==> config.mk <==
export PLATFORM = sky130hd
export DESIGN_NAME = stall_watch
export DESIGN_NICKNAME = d
export VERILOG_FILES = /design/src/rtl/stall_watch_pkg.sv /design/src/rtl/quad_sync.sv /design/src/rtl/quad_decode.sv /design/src/rtl/window_monitor.sv /design/src/rtl/stall_watch.sv
export SDC_FILE = /design/constraint.sdc
export NUM_CORES = 1
export LEC_CHECK = 0
export ABC_AREA = 1
export BUFFER_PORTS_ARGS = -buffer_cell sky130_fd_sc_hd__buf_2
export CORE_MARGIN = 2
export CORE_UTILIZATION = 28
export CTS_BUF_LIST = sky130_fd_sc_hd__clkbuf_8
export DETAILED_ROUTE_END_ITERATION = 8
export SKIP_LAST_GASP = 1
export SLEW_MARGIN = 30
export SYNTH_ARGS = -nofsm -noshare
export SYNTH_HDL_FRONTEND = slang
export SYNTH_HIERARCHICAL = 1
export SYNTH_SLANG_ARGS = --single-unit
==> constraint.sdc <==
create_clock -name clk -period 3.2 [get_ports clk]
set_clock_uncertainty 0.1 [all_clocks]
set_input_delay 0.16 -clock clk [delete_from_list [all_inputs] [get_ports clk]]
set_output_delay 0.16 -clock clk [all_outputs]
set_load 0.02 [all_outputs]
==> src/rtl/stall_watch_pkg.sv <==
package stall_watch_pkg;

    typedef enum logic [1:0] {
        MON_IDLE  = 2'd0,
        MON_TRACK = 2'd1,
        MON_FAULT = 2'd2
    } mon_state_t;

    typedef enum logic [1:0] {
        QM_NONE = 2'd0,
        QM_UP   = 2'd1,
        QM_DOWN = 2'd2,
        QM_BAD  = 2'd3
    } quad_move_t;

    // Position of a {A,B} code along the forward cycle 00,10,11,01.
    function automatic logic [1:0] quad_phase(input logic [1:0] ab);
        return {ab[0], ab[1] ^ ab[0]};
    endfunction

    function automatic quad_move_t quad_classify(input logic [1:0] old_ab,
                                                 input logic [1:0] new_ab);
        logic [1:0] step;
        step = quad_phase(new_ab) - quad_phase(old_ab);
        unique case (step)
            2'd0:    return QM_NONE;
            2'd1:    return QM_UP;
            2'd3:    return QM_DOWN;
            default: return QM_BAD;
        endcase
    endfunction

endpackage

==> src/rtl/quad_sync.sv <==
module quad_sync #(
    parameter int WIDTH  = 2,
    parameter int STAGES = 2
) (
    input  logic             clk,
    input  logic             rst_n,
    input  logic [WIDTH-1:0] din,
    output logic [WIDTH-1:0] dout
);

    for (genvar g = 0; g < WIDTH; g++) begin : g_chan
        logic [STAGES-1:0] chain_q;

        always_ff @(posedge clk or negedge rst_n) begin
            if (!rst_n) begin
                chain_q <= '0;
            end else begin
                chain_q <= {chain_q[STAGES-2:0], din[g]};
            end
        end

        assign dout[g] = chain_q[STAGES-1];
    end

endmodule

==> src/rtl/quad_decode.sv <==
module quad_decode
    import stall_watch_pkg::*;
#(
    parameter int POS_W = 16,
    parameter int ERR_W = 8
) (
    input  logic             clk,
    input  logic             rst_n,
    input  logic             a_s,
    input  logic             b_s,
    output logic [POS_W-1:0] pos_q,
    output logic             edge_vld,
    output logic             edge_up,
    output logic [ERR_W-1:0] err_q
);

    logic [1:0] prev_q;
    quad_move_t move;

    assign move = quad_classify(prev_q, {a_s, b_s});

    always_ff @(posedge clk or negedge rst_n) begin
        if (!rst_n) begin
            prev_q   <= 2'b00;
            pos_q    <= '0;
            edge_vld <= 1'b0;
            edge_up  <= 1'b0;
            err_q    <= '0;
        end else begin
            prev_q   <= {a_s, b_s};
            edge_vld <= (move == QM_UP) || (move == QM_DOWN);
            edge_up  <= (move == QM_UP);
            unique case (move)
                QM_UP:   pos_q <= pos_q + POS_W'(1);
                QM_DOWN: pos_q <= pos_q - POS_W'(1);
                QM_BAD:  if (err_q != {ERR_W{1'b1}}) err_q <= err_q + ERR_W'(1);
                default: ;
            endcase
        end
    end

    // the position never moves by more than one count per clock
    assert_pos_unit_R2: assert property (@(posedge clk) disable iff (!rst_n)
        (pos_q != $past(pos_q)) |->
            ((POS_W'(pos_q - $past(pos_q)) == POS_W'(1)) ||
             (POS_W'($past(pos_q) - pos_q) == POS_W'(1))));

    // a reported count always goes with a position change
    assert_edge_moves_R2: assert property (@(posedge clk) disable iff (!rst_n)
        edge_vld |-> (pos_q != $past(pos_q)));

    // an invalid transition leaves the position alone and yields no count
    assert_bad_hold_R3: assert property (@(posedge clk) disable iff (!rst_n)
        (err_q != $past(err_q)) |-> ((pos_q == $past(pos_q)) && !edge_vld));

endmodule

==> src/rtl/window_monitor.sv <==
module window_monitor
    import stall_watch_pkg::*;
#(
    parameter int EDGES_PER_CHECK = 12,
    parameter int STEPS_PER_CHECK = 96,
    parameter int STEP_TOL        = 2,
    parameter int MAX_MISMATCH    = 10,
    parameter int MIS_W           = $clog2(MAX_MISMATCH + 2)
) (
    input  logic             clk,
    input  logic             rst_n,
    input  logic             edge_vld,
    input  logic             edge_up,
    input  logic             step_pulse,
    input  logic             step_dir,
    input  logic             clear_req,
    output logic             check_stb,
    output logic [MIS_W-1:0] mis_q,
    output logic             fault_q
);

    localparam int EDGE_W = $clog2(EDGES_PER_CHECK + 1);
    localparam int STEP_W = $clog2(2 * STEPS_PER_CHECK + 1);
    localparam int HI_LIM = STEPS_PER_CHECK + STEP_TOL;
    localparam int LO_LIM = STEPS_PER_CHECK - STEP_TOL;

    mon_state_t        state_q, state_d;
    logic [EDGE_W-1:0] win_cnt_q;
    logic              win_up_q;
    logic [STEP_W-1:0] steps_q, steps_inc;
    logic              same_dir, win_last, do_check, rate_bad, dir_bad, bad, trip;

    assign steps_inc = (step_pulse && (steps_q != {STEP_W{1'b1}})) ?
                       steps_q + STEP_W'(1) : steps_q;
    assign same_dir  = (win_up_q == edge_up);
    assign win_last  = (win_cnt_q == EDGE_W'(EDGES_PER_CHECK - 1));
    assign do_check  = (state_q == MON_TRACK) && edge_vld && same_dir && win_last;
    assign rate_bad  = (int'(steps_inc) > HI_LIM) || (int'(steps_inc) < LO_LIM);
    assign dir_bad   = (edge_up != step_dir);
    assign bad       = rate_bad || dir_bad;
    assign trip      = do_check && bad && (mis_q == MIS_W'(MAX_MISMATCH));

    // next state
    always_comb begin
        state_d = state_q;
        unique case (state_q)
            MON_IDLE:  if (edge_vld) state_d = MON_TRACK;
            MON_TRACK: if (do_check) state_d = trip ? MON_FAULT : MON_IDLE;
            MON_FAULT: if (clear_req) state_d = MON_IDLE;
            default:   state_d = MON_IDLE;
        endcase
    end

    // state register
    always_ff @(posedge clk or negedge rst_n) begin
        if (!rst_n) state_q <= MON_IDLE;
        else        state_q <= state_d;
    end

    // window, step and tally registers and outputs
    always_ff @(posedge clk or negedge rst_n) begin
        if (!rst_n) begin
            win_cnt_q <= '0;
            win_up_q  <= 1'b0;
            steps_q   <= '0;
            mis_q     <= '0;
            fault_q   <= 1'b0;
            check_stb <= 1'b0;
        end else begin
            check_stb <= do_check;
            unique case (state_q)
                MON_IDLE: begin
                    steps_q <= steps_inc;
                    if (edge_vld) begin
                        win_cnt_q <= EDGE_W'(1);
                        win_up_q  <= edge_up;
                    end
                end
                MON_TRACK: begin
                    if (!edge_vld) begin
                        steps_q <= steps_inc;
                    end else if (!same_dir) begin
                        win_cnt_q <= EDGE_W'(1);
                        win_up_q  <= edge_up;
                        steps_q   <= '0;
                    end else if (win_last) begin
                        win_cnt_q <= '0;
                        steps_q   <= '0;
                        if (bad) mis_q <= mis_q + MIS_W'(1);
                        if (trip) fault_q <= 1'b1;
                    end else begin
                        win_cnt_q <= win_cnt_q + EDGE_W'(1);
                        steps_q   <= steps_inc;
                    end
                end
                MON_FAULT: begin
                    win_cnt_q <= '0;
                    steps_q   <= '0;
                    if (clear_req) begin
                        mis_q   <= '0;
                        fault_q <= 1'b0;
                    end
                end
                default: ;
            endcase
        end
    end

    // a checkpoint strobe is never longer than one cycle
    assert_chk_single_R4: assert property (@(posedge clk) disable iff (!rst_n)
        check_stb |=> !check_stb);

    // outside a fault the tally only advances by one, at a checkpoint
    assert_mis_step_R6: assert property (@(posedge clk) disable iff (!rst_n)
        (!$past(fault_q) && (mis_q != $past(mis_q))) |->
            ((mis_q == MIS_W'($past(mis_q) + 1'b1)) && check_stb));

    // the fault rises exactly on the mismatch past the limit
    assert_trip_count_R7: assert property (@(posedge clk) disable iff (!rst_n)
        $rose(fault_q) |-> (mis_q == MIS_W'(MAX_MISMATCH + 1)));

    // no checkpoint is reported while the fault is held
    assert_quiet_fault_R7: assert property (@(posedge clk) disable iff (!rst_n)
        $past(fault_q) |-> !check_stb);

    // the fault stays latched without a clear
    assert_fault_hold_R8: assert property (@(posedge clk) disable iff (!rst_n)
        (fault_q && !clear_req) |=> fault_q);

endmodule

==> src/rtl/stall_watch.sv <==
module stall_watch #(
    parameter int POS_W           = 16,
    parameter int ERR_W           = 8,
    parameter int SYNC_STAGES     = 2,
    parameter int EDGES_PER_CHECK = 12,
    parameter int STEPS_PER_CHECK = 96,
    parameter int STEP_TOL        = 2,
    parameter int MAX_MISMATCH    = 10,
    localparam int MIS_W          = $clog2(MAX_MISMATCH + 2)
) (
    input  logic             clk,
    input  logic             rst_n,
    input  logic             enc_a,
    input  logic             enc_b,
    input  logic             step_pulse,
    input  logic             step_dir,
    input  logic             clear_req,
    output logic [POS_W-1:0] pos_count,
    output logic             check_stb,
    output logic [MIS_W-1:0] mismatch_cnt,
    output logic             fault,
    output logic [ERR_W-1:0] quad_err_cnt
);

    logic [1:0] ab_sync;
    logic       edge_vld, edge_up;

    quad_sync #(
        .WIDTH  (2),
        .STAGES (SYNC_STAGES)
    ) u_sync (
        .clk   (clk),
        .rst_n (rst_n),
        .din   ({enc_a, enc_b}),
        .dout  (ab_sync)
    );

    quad_decode #(
        .POS_W (POS_W),
        .ERR_W (ERR_W)
    ) u_decode (
        .clk      (clk),
        .rst_n    (rst_n),
        .a_s      (ab_sync[1]),
        .b_s      (ab_sync[0]),
        .pos_q    (pos_count),
        .edge_vld (edge_vld),
        .edge_up  (edge_up),
        .err_q    (quad_err_cnt)
    );

    window_monitor #(
        .EDGES_PER_CHECK (EDGES_PER_CHECK),
        .STEPS_PER_CHECK (STEPS_PER_CHECK),
        .STEP_TOL        (STEP_TOL),
        .MAX_MISMATCH    (MAX_MISMATCH),
        .MIS_W           (MIS_W)
    ) u_monitor (
        .clk        (clk),
        .rst_n      (rst_n),
        .edge_vld   (edge_vld),
        .edge_up    (edge_up),
        .step_pulse (step_pulse),
        .step_dir   (step_dir),
        .clear_req  (clear_req),
        .check_stb  (check_stb),
        .mis_q      (mismatch_cnt),
        .fault_q    (fault)
    );

endmodule

==> run summary, run 1 <==
I/O pins: 37
Die Y: 119 um
first-pass GRT wire length: 14900 um
Detailed Route Iter0 Violations: 263
Total Routing Usage GR: 13.0%
antenna cell count: 0
synth warn: 6
Top Family by Delay on Critical Path: simple AND/OR/NAND/NOR gates
post-CTS setup buffers: 0
Syn Nets: 517
placed cell area: 4050 um^2
fin nets: 558
worst-path maximum fanout: 9
Peak Freq: 374 MHz
Bufs and invs on worst path: 3
Max Buffers Root-to-Sink: 2
GRT Residual Overflow: 0
vias in the first global route: 3088
row count: 41
CP Capture Type: flop
Final setup viols: 0
Max-Cap Viols: 0
r2r endpoint: u_decode/pos_q[8]
die area: 14100 um^2
vias post-DR: 3307
reg2reg path depth: 17
Mapped Avg Cell Area: 7.39 um^2
GR Util met3: 2.80%
dpl hpwl: 6320 um
slew margin rel.: 60.1%
Max stage delay cell, worst path: dfrtp_1
Yosys top cell area share: 36.0%
number of enable flip-flop cells after synthesis: 0
leakage power: 0.00216 uW
Worst-Skew Late Latency: 330 ps
Core ar.: 12700 um^2
# DRC: 0
Post-synth ARST share: 100%
Mapped Area: 3690 um^2
Routed WL per cell: 12.2 um
drt via density: 4.64
largest cells by area after synthesis: dfrtp_1 36%, nand2_1 15%, inv_1 6.1%, nand3_1 5.7%, xor2_1 4.3%
Crit path largest cell delay: 420 ps
unrepaired setup endpoints after global routing: false
Pwr Total: 3660 uW
critical path launch point type: flop
TritonCTS buffer count: 5
status: finished, final reports clean
Chip Width: 119 um
Final period util: 83.6%
Critical Path RT: 3320 ps
Slew Limit Fails: 0
dominant synthesized flop cell: dfrtp_1
worst IR drop on VDD: 0.320 mV
Synth Instances: 499
critical path, cell by cell: xor2_1, ha_1, inv_1, nand3_4, nand2_2, nand2_1, inv_1, ha_1, inv_1, nand2_1, nand3_1, o21ai_1, nand2_1, nand2_1, nand2_1, nand3_1, o21ai_1
Hold Slack: 236 ps
commonest non-fill, non-tap cell in the layout: nand2_1
layout cells sized above 1: 17.4%
port bufs: 36
H-tree levels: 2
GP Congestion: 0.848
Netlist cell types: 43
clk sinks: 53
largest net degree at the start of global routing: 38
Starting Density: 29.0%
sequential-to-total area share from yosys stat: 36.0%
met2 usage: 21.3%
Yosys top cell by area: dfrtp_1
CTS tree: yes
CP most frequent cell: nand2_1
P per Cell Area: 875 nW/um^2
HP Class: in2async
Finished Layout Cells: 712
Critical Path AT: 2800 ps
PostCTS Resize Cnt: 0
final wirelength: 8680 um
total iterations of the first detailed-routing run: 4
Final ANT Viol Nets: 0
Tightest Pin Transition: 590 ps
Clk pin slew, worst setup/hold paths: 110 ps
Layout Cell Area excl Fill: 4180 um^2
total negative setup slack: 0 ps
Stages on worst setup path: 17
global routing met1 resource utilization: 16.8%
Hold Violations, Final: 0
crit path from: u_decode/prev_q[0]
Setup Crit Path Kind: reg2reg
most used routing layer: met2
most frequent cells in the layout: 150 x nand2_1, 60 x inv_1, 53 x dfrtp_1
reg-to-reg setup timing slack: 530 ps
FILL cells: 1401
total placed cells including tap cells: 702
flops & latches, synth: 53
area grow syn2layout: 13.4%
hold buffer count at cts: 3
Root Buffer: clkbuf_8
minimum clock period: 2670 ps
critical path capture point: u_decode/pos_q[8]
initial antenna violation count: 0
RR Startpoint: u_decode/prev_q[0]
sequential cells by signal, summed over array words and instances (netlist names):
register               flops
u_monitor/mis_q            4
u_monitor/win_cnt_q        4
u_monitor/check_stb        1
u_monitor/fault_q          1
u_monitor/state_q          2
u_monitor/steps_q          8
u_monitor/win_up_q         1
u_sync/g_chan.chain_q      4
u_decode/edge_vld          1
u_decode/err_q             8
u_decode/edge_up           1
u_decode/pos_q            16
u_decode/prev_q            2
per-layer routing:
layer,vias to the layer above,share of wire (%)
met4,0,0.48
met2,67,48
met1,1533,47
li1,1703,-
met3,4,4.7
met5,-,0
where the power goes:
group	internal [uW]	total [uW]	switching [uW]
clock network	228	468	239
registers	911	1280	374
logic	690	1910	1220
total	1830	3660	1830
logic make-up (layout without fill, tap and decap cells):
group                    count (synthesis)  in the layout  share of synthesized area (%)
AO/OA/AOI/OAI                           51             51                           8.92
buffers and inverters                   78            119                           9.12
AND/OR/NAND/NOR                        281            281                           36.1
adder cells (fa/ha/maj)                 11             11                           3.73
flip-flops                              53             53                           36.0
XOR/XNOR                                25             25                           6.14
how the worst min path moves through the flow:
stage | startpoint | endpoint
after floorplan | rst_n | u_decode/edge_up
after global placement | enc_a | u_sync/g_chan[1].chain_q[0]
after detailed placement | enc_a | u_sync/g_chan[1].chain_q[0]
after CTS | clear_req | u_monitor/fault_q
after global routing | clear_req | u_monitor/fault_q
final | rst_n | u_monitor/steps_q[6]
layout make-up:
cell class / instances / area [um^2] / share of cell area (%)
timing repair buffer: 44 / 250 / 5.98
clock buffer: 5 / 68.8 / 1.65
multi-input combinational: 368 / 2030 / 48.4
tap: 172 / 215 / 5.15
inverter: 68 / 260 / 6.22
sequential: 53 / 1330 / 31.7
clock inverter: 2 / 35.0 / 0.838
cells in the mapped netlist, drive strengths merged, types with 4 or more instances:
library cell,instances
nand2,168
inv,67
dfrtp,53
nand3,46
nor2,38
o21ai,26
xor2,19
nand4,16
ha,11
o41ai,11
buf,7
o22ai,6
xnor2,6
a21oi,4
nor3,4
or2,4
stage by stage:
stage	util, %	setup WS [ps]
2_1_floorplan	-	648
3_3_place_gp	31.8	590
3_5_place_dp	31.8	518
4_1_cts	32.8	511
5_1_grt	32.9	209
6_report	32.9	526
Note: power is estimated with default switching activity, not from simulation.
==> run 2: changes to the inputs <==
==> constraint.sdc (replaced) <==
create_clock -name clk -period 2.3 [get_ports clk]
set_clock_uncertainty 0.1 [all_clocks]
set_input_delay 0.115 -clock clk [delete_from_list [all_inputs] [get_ports clk]]
set_output_delay 0.115 -clock clk [all_outputs]
set_load 0.02 [all_outputs]
==> run 2 against run 1 <==
  * The run now ends with negative setup slack left
  * Sequential power up 40%
  * Critical path depth unchanged
  * Power up 51%
  * Via count up 3.5%
  * Clock power up 24%
  * Largest power group unchanged
  * Global-route usage up 0.32 points
  * Count of clock-buffer cells in the layout unchanged
  * Register-to-register slack worse by 530 ps
  * Worst hold slack worse by 73 ps
  * Maximum frequency up 16%
  * Final cell count up 4.4%
==> run summary, run 2 (synthesis results as in run 1) <==
Starting Density: 29.0%
Max Buffers Root-to-Sink: 2
Max stage delay cell, worst path: dfrtp_2
Critical Path RT: 2430 ps
Pwr Total: 5510 uW
Final ANT Viol Nets: 0
initial antenna violation count: 0
GRT Residual Overflow: 0
H-tree levels: 2
Chip Width: 119 um
unrepaired setup endpoints after global routing: true
TritonCTS buffer count: 5
reg2reg path depth: 17
r2r endpoint: u_decode/pos_q[8]
met1 WL: 4290 um
slew margin rel.: 61.5%
antenna cell count: 0
I/O pins: 37
Max-Cap Viols: 0
max layer used: met4
met3 wire length: 291 um
reg-to-reg setup timing slack: -5 ps
Root Buffer: clkbuf_8
dpl hpwl: 6650 um
layout cells sized above 1: 26.4%
CTS tree: yes
Detailed Route Iter0 Violations: 250
fin nets: 588
Die Y: 119 um
max reg flops: 16
violated checks: negative setup slack
HP Class: in2async
CP Capture Type: flop
Routed WL per cell: 12.4 um
final wirelength: 9180 um
Worst-Skew Late Latency: 330 ps
port bufs: 36
Core ar.: 12700 um^2
row count: 41
final setup margin: -4.70 ps
Setup Crit Path Kind: reg2reg
worst IR drop on VDD: 0.451 mV
minimum clock period: 2300 ps
largest net degree at the start of global routing: 37
drt via density: 4.61
clk sinks: 53
Hold Violations, Final: 0
Slew Limit Fails: 0
P per Cell Area: 1200 nW/um^2
first-pass GRT wire length: 15500 um
Biggest register: u_decode/pos_q
RR Startpoint: u_sync/g_chan[1].chain_q[1]
GP Congestion: 0.857
most frequent cells in the layout: 142 x nand2_1, 55 x inv_1, 50 x dfrtp_1
Final period util: 100%
vias in the first global route: 3297
total iterations of the first detailed-routing run: 4
commonest non-fill, non-tap cell in the layout: nand2_1
Top Registers: u_decode/pos_q (16), u_decode/err_q (8), u_monitor/steps_q (8)
Critical Path AT: 2430 ps
die area: 14100 um^2
routed wl met2: 4450 um
leakage power: 0.00231 uW
Hold Slack: 164 ps
critical path, cell by cell: xnor2_4, ha_4, inv_6, nand3_4, nand2_4, nand2_4, inv_4, ha_4, inv_2, nand2_4, nand3_4, o21ai_4, nand2_2, nand2_1, nand2_1, nand3_1, o21ai_1
Total Routing Usage GR: 13.3%
worst-path maximum fanout: 5
critical path launch point type: flop
Clk pin slew, worst setup/hold paths: 120 ps
status: finished with violations
vias post-DR: 3422
Tightest Pin Transition: 571 ps
CP most frequent cell: nand2_4
Crit path largest cell delay: 450 ps
# DRC: 0
Final setup viols: 1
Peak Freq: 434 MHz
area grow syn2layout: 24.1%
[run 2: changes by cell type in the layout (fill, tap and decap cells not counted), moves of 3 or more]
| cell | change |
|---|---|
| nand2_4 | +3 |
| nand2_1 | -8 |
| dfrtp_1 | -3 |
| inv_4 | +3 |
| buf_4 | +25 |
| dfrtp_2 | +3 |
| nand2_2 | +5 |
| ha_1 | -3 |
| inv_1 | -5 |
[run 2: how the worst max path moves through the flow]
stage | endpoint | cells past startpoint | start | slack, ps
2_1_floorplan | u_decode/pos_q[12] | 20 | u_sync/g_chan[0].chain_q[1] | -80
3_3_place_gp | u_decode/pos_q[12] | 17 | u_decode/prev_q[0] | -30
3_5_place_dp | u_decode/pos_q[12] | 17 | u_decode/prev_q[0] | -80
4_1_cts | u_decode/pos_q[8] | 17 | u_sync/g_chan[0].chain_q[1] | 10
5_1_grt | u_decode/pos_q[8] | 18 | u_sync/g_chan[1].chain_q[1] | -150
6_report | u_decode/pos_q[8] | 17 | u_sync/g_chan[1].chain_q[1] | -5
[run 2: power breakdown]
group / total [uW] / internal [uW] / leakage, uW / switching [uW]
sequential: 1790 / 1270 / 0.000659 / 517
clock: 582 / 221 / 0.0000447 / 361
combinational: 3140 / 1260 / 0.00161 / 1880
total: 5510 / 2750 / 0.00231 / 2760
[run 2: cell type report]
| class | count | area [um^2] |
|---|---|---|
| well taps | 172 | 215 |
| inverters | 68 | 273 |
| fillers | 1404 | 8150 |
| repair buffers | 73 | 494 |
| clock inverters | 3 | 25.0 |
| clock buffers | 5 | 68.8 |
| flip-flops and latches | 53 | 1330 |
| multi-input cells | 369 | 2170 |
[run 2: metal layers]
layer / up-vias / track usage, %
met5: - / 0
met1: 1602 / 16.9
li1: 1760 / -
met3: 11 / 2.41
met4: 0 / 4.54
met2: 49 / 22.7
[run 2: critical path, delay by kind of cell (launching register included)]
family | cells | cell delay [ps]
AO/OA/AOI/OAI | 2 | 250
XOR/XNOR | 1 | 190
adder cells (fa/ha/maj) | 2 | 350
buffers and inverters | 3 | 180
flip-flops | 1 | 450
AND/OR/NAND/NOR | 9 | 700
[run 2: timing repair]
action                     in CTS  in global routing
setup endpoints to repair       8                 18
cloned                          1                  0
pin swaps                       3                 14
hold endpoints to repair       19                  0
setup buffers                   0                  9
gates resized for setup         2                 25
hold buffers                    3                  0
[run 2: through the flow]
step	util, %	worst slack (ps)	area, um^2	setup TNS, ps	instances
after CTS	34.8	10.4	4430	0	734
after global placement	33.7	-31.2	4290	-38.1	722
after detailed placement	33.7	-76.4	4290	-260	722
after global routing	36.0	-152	4580	-1180	743
after floorplan	-	-79.0	3760	-152	499
final	36.0	-4.70	4580	-4.70	743
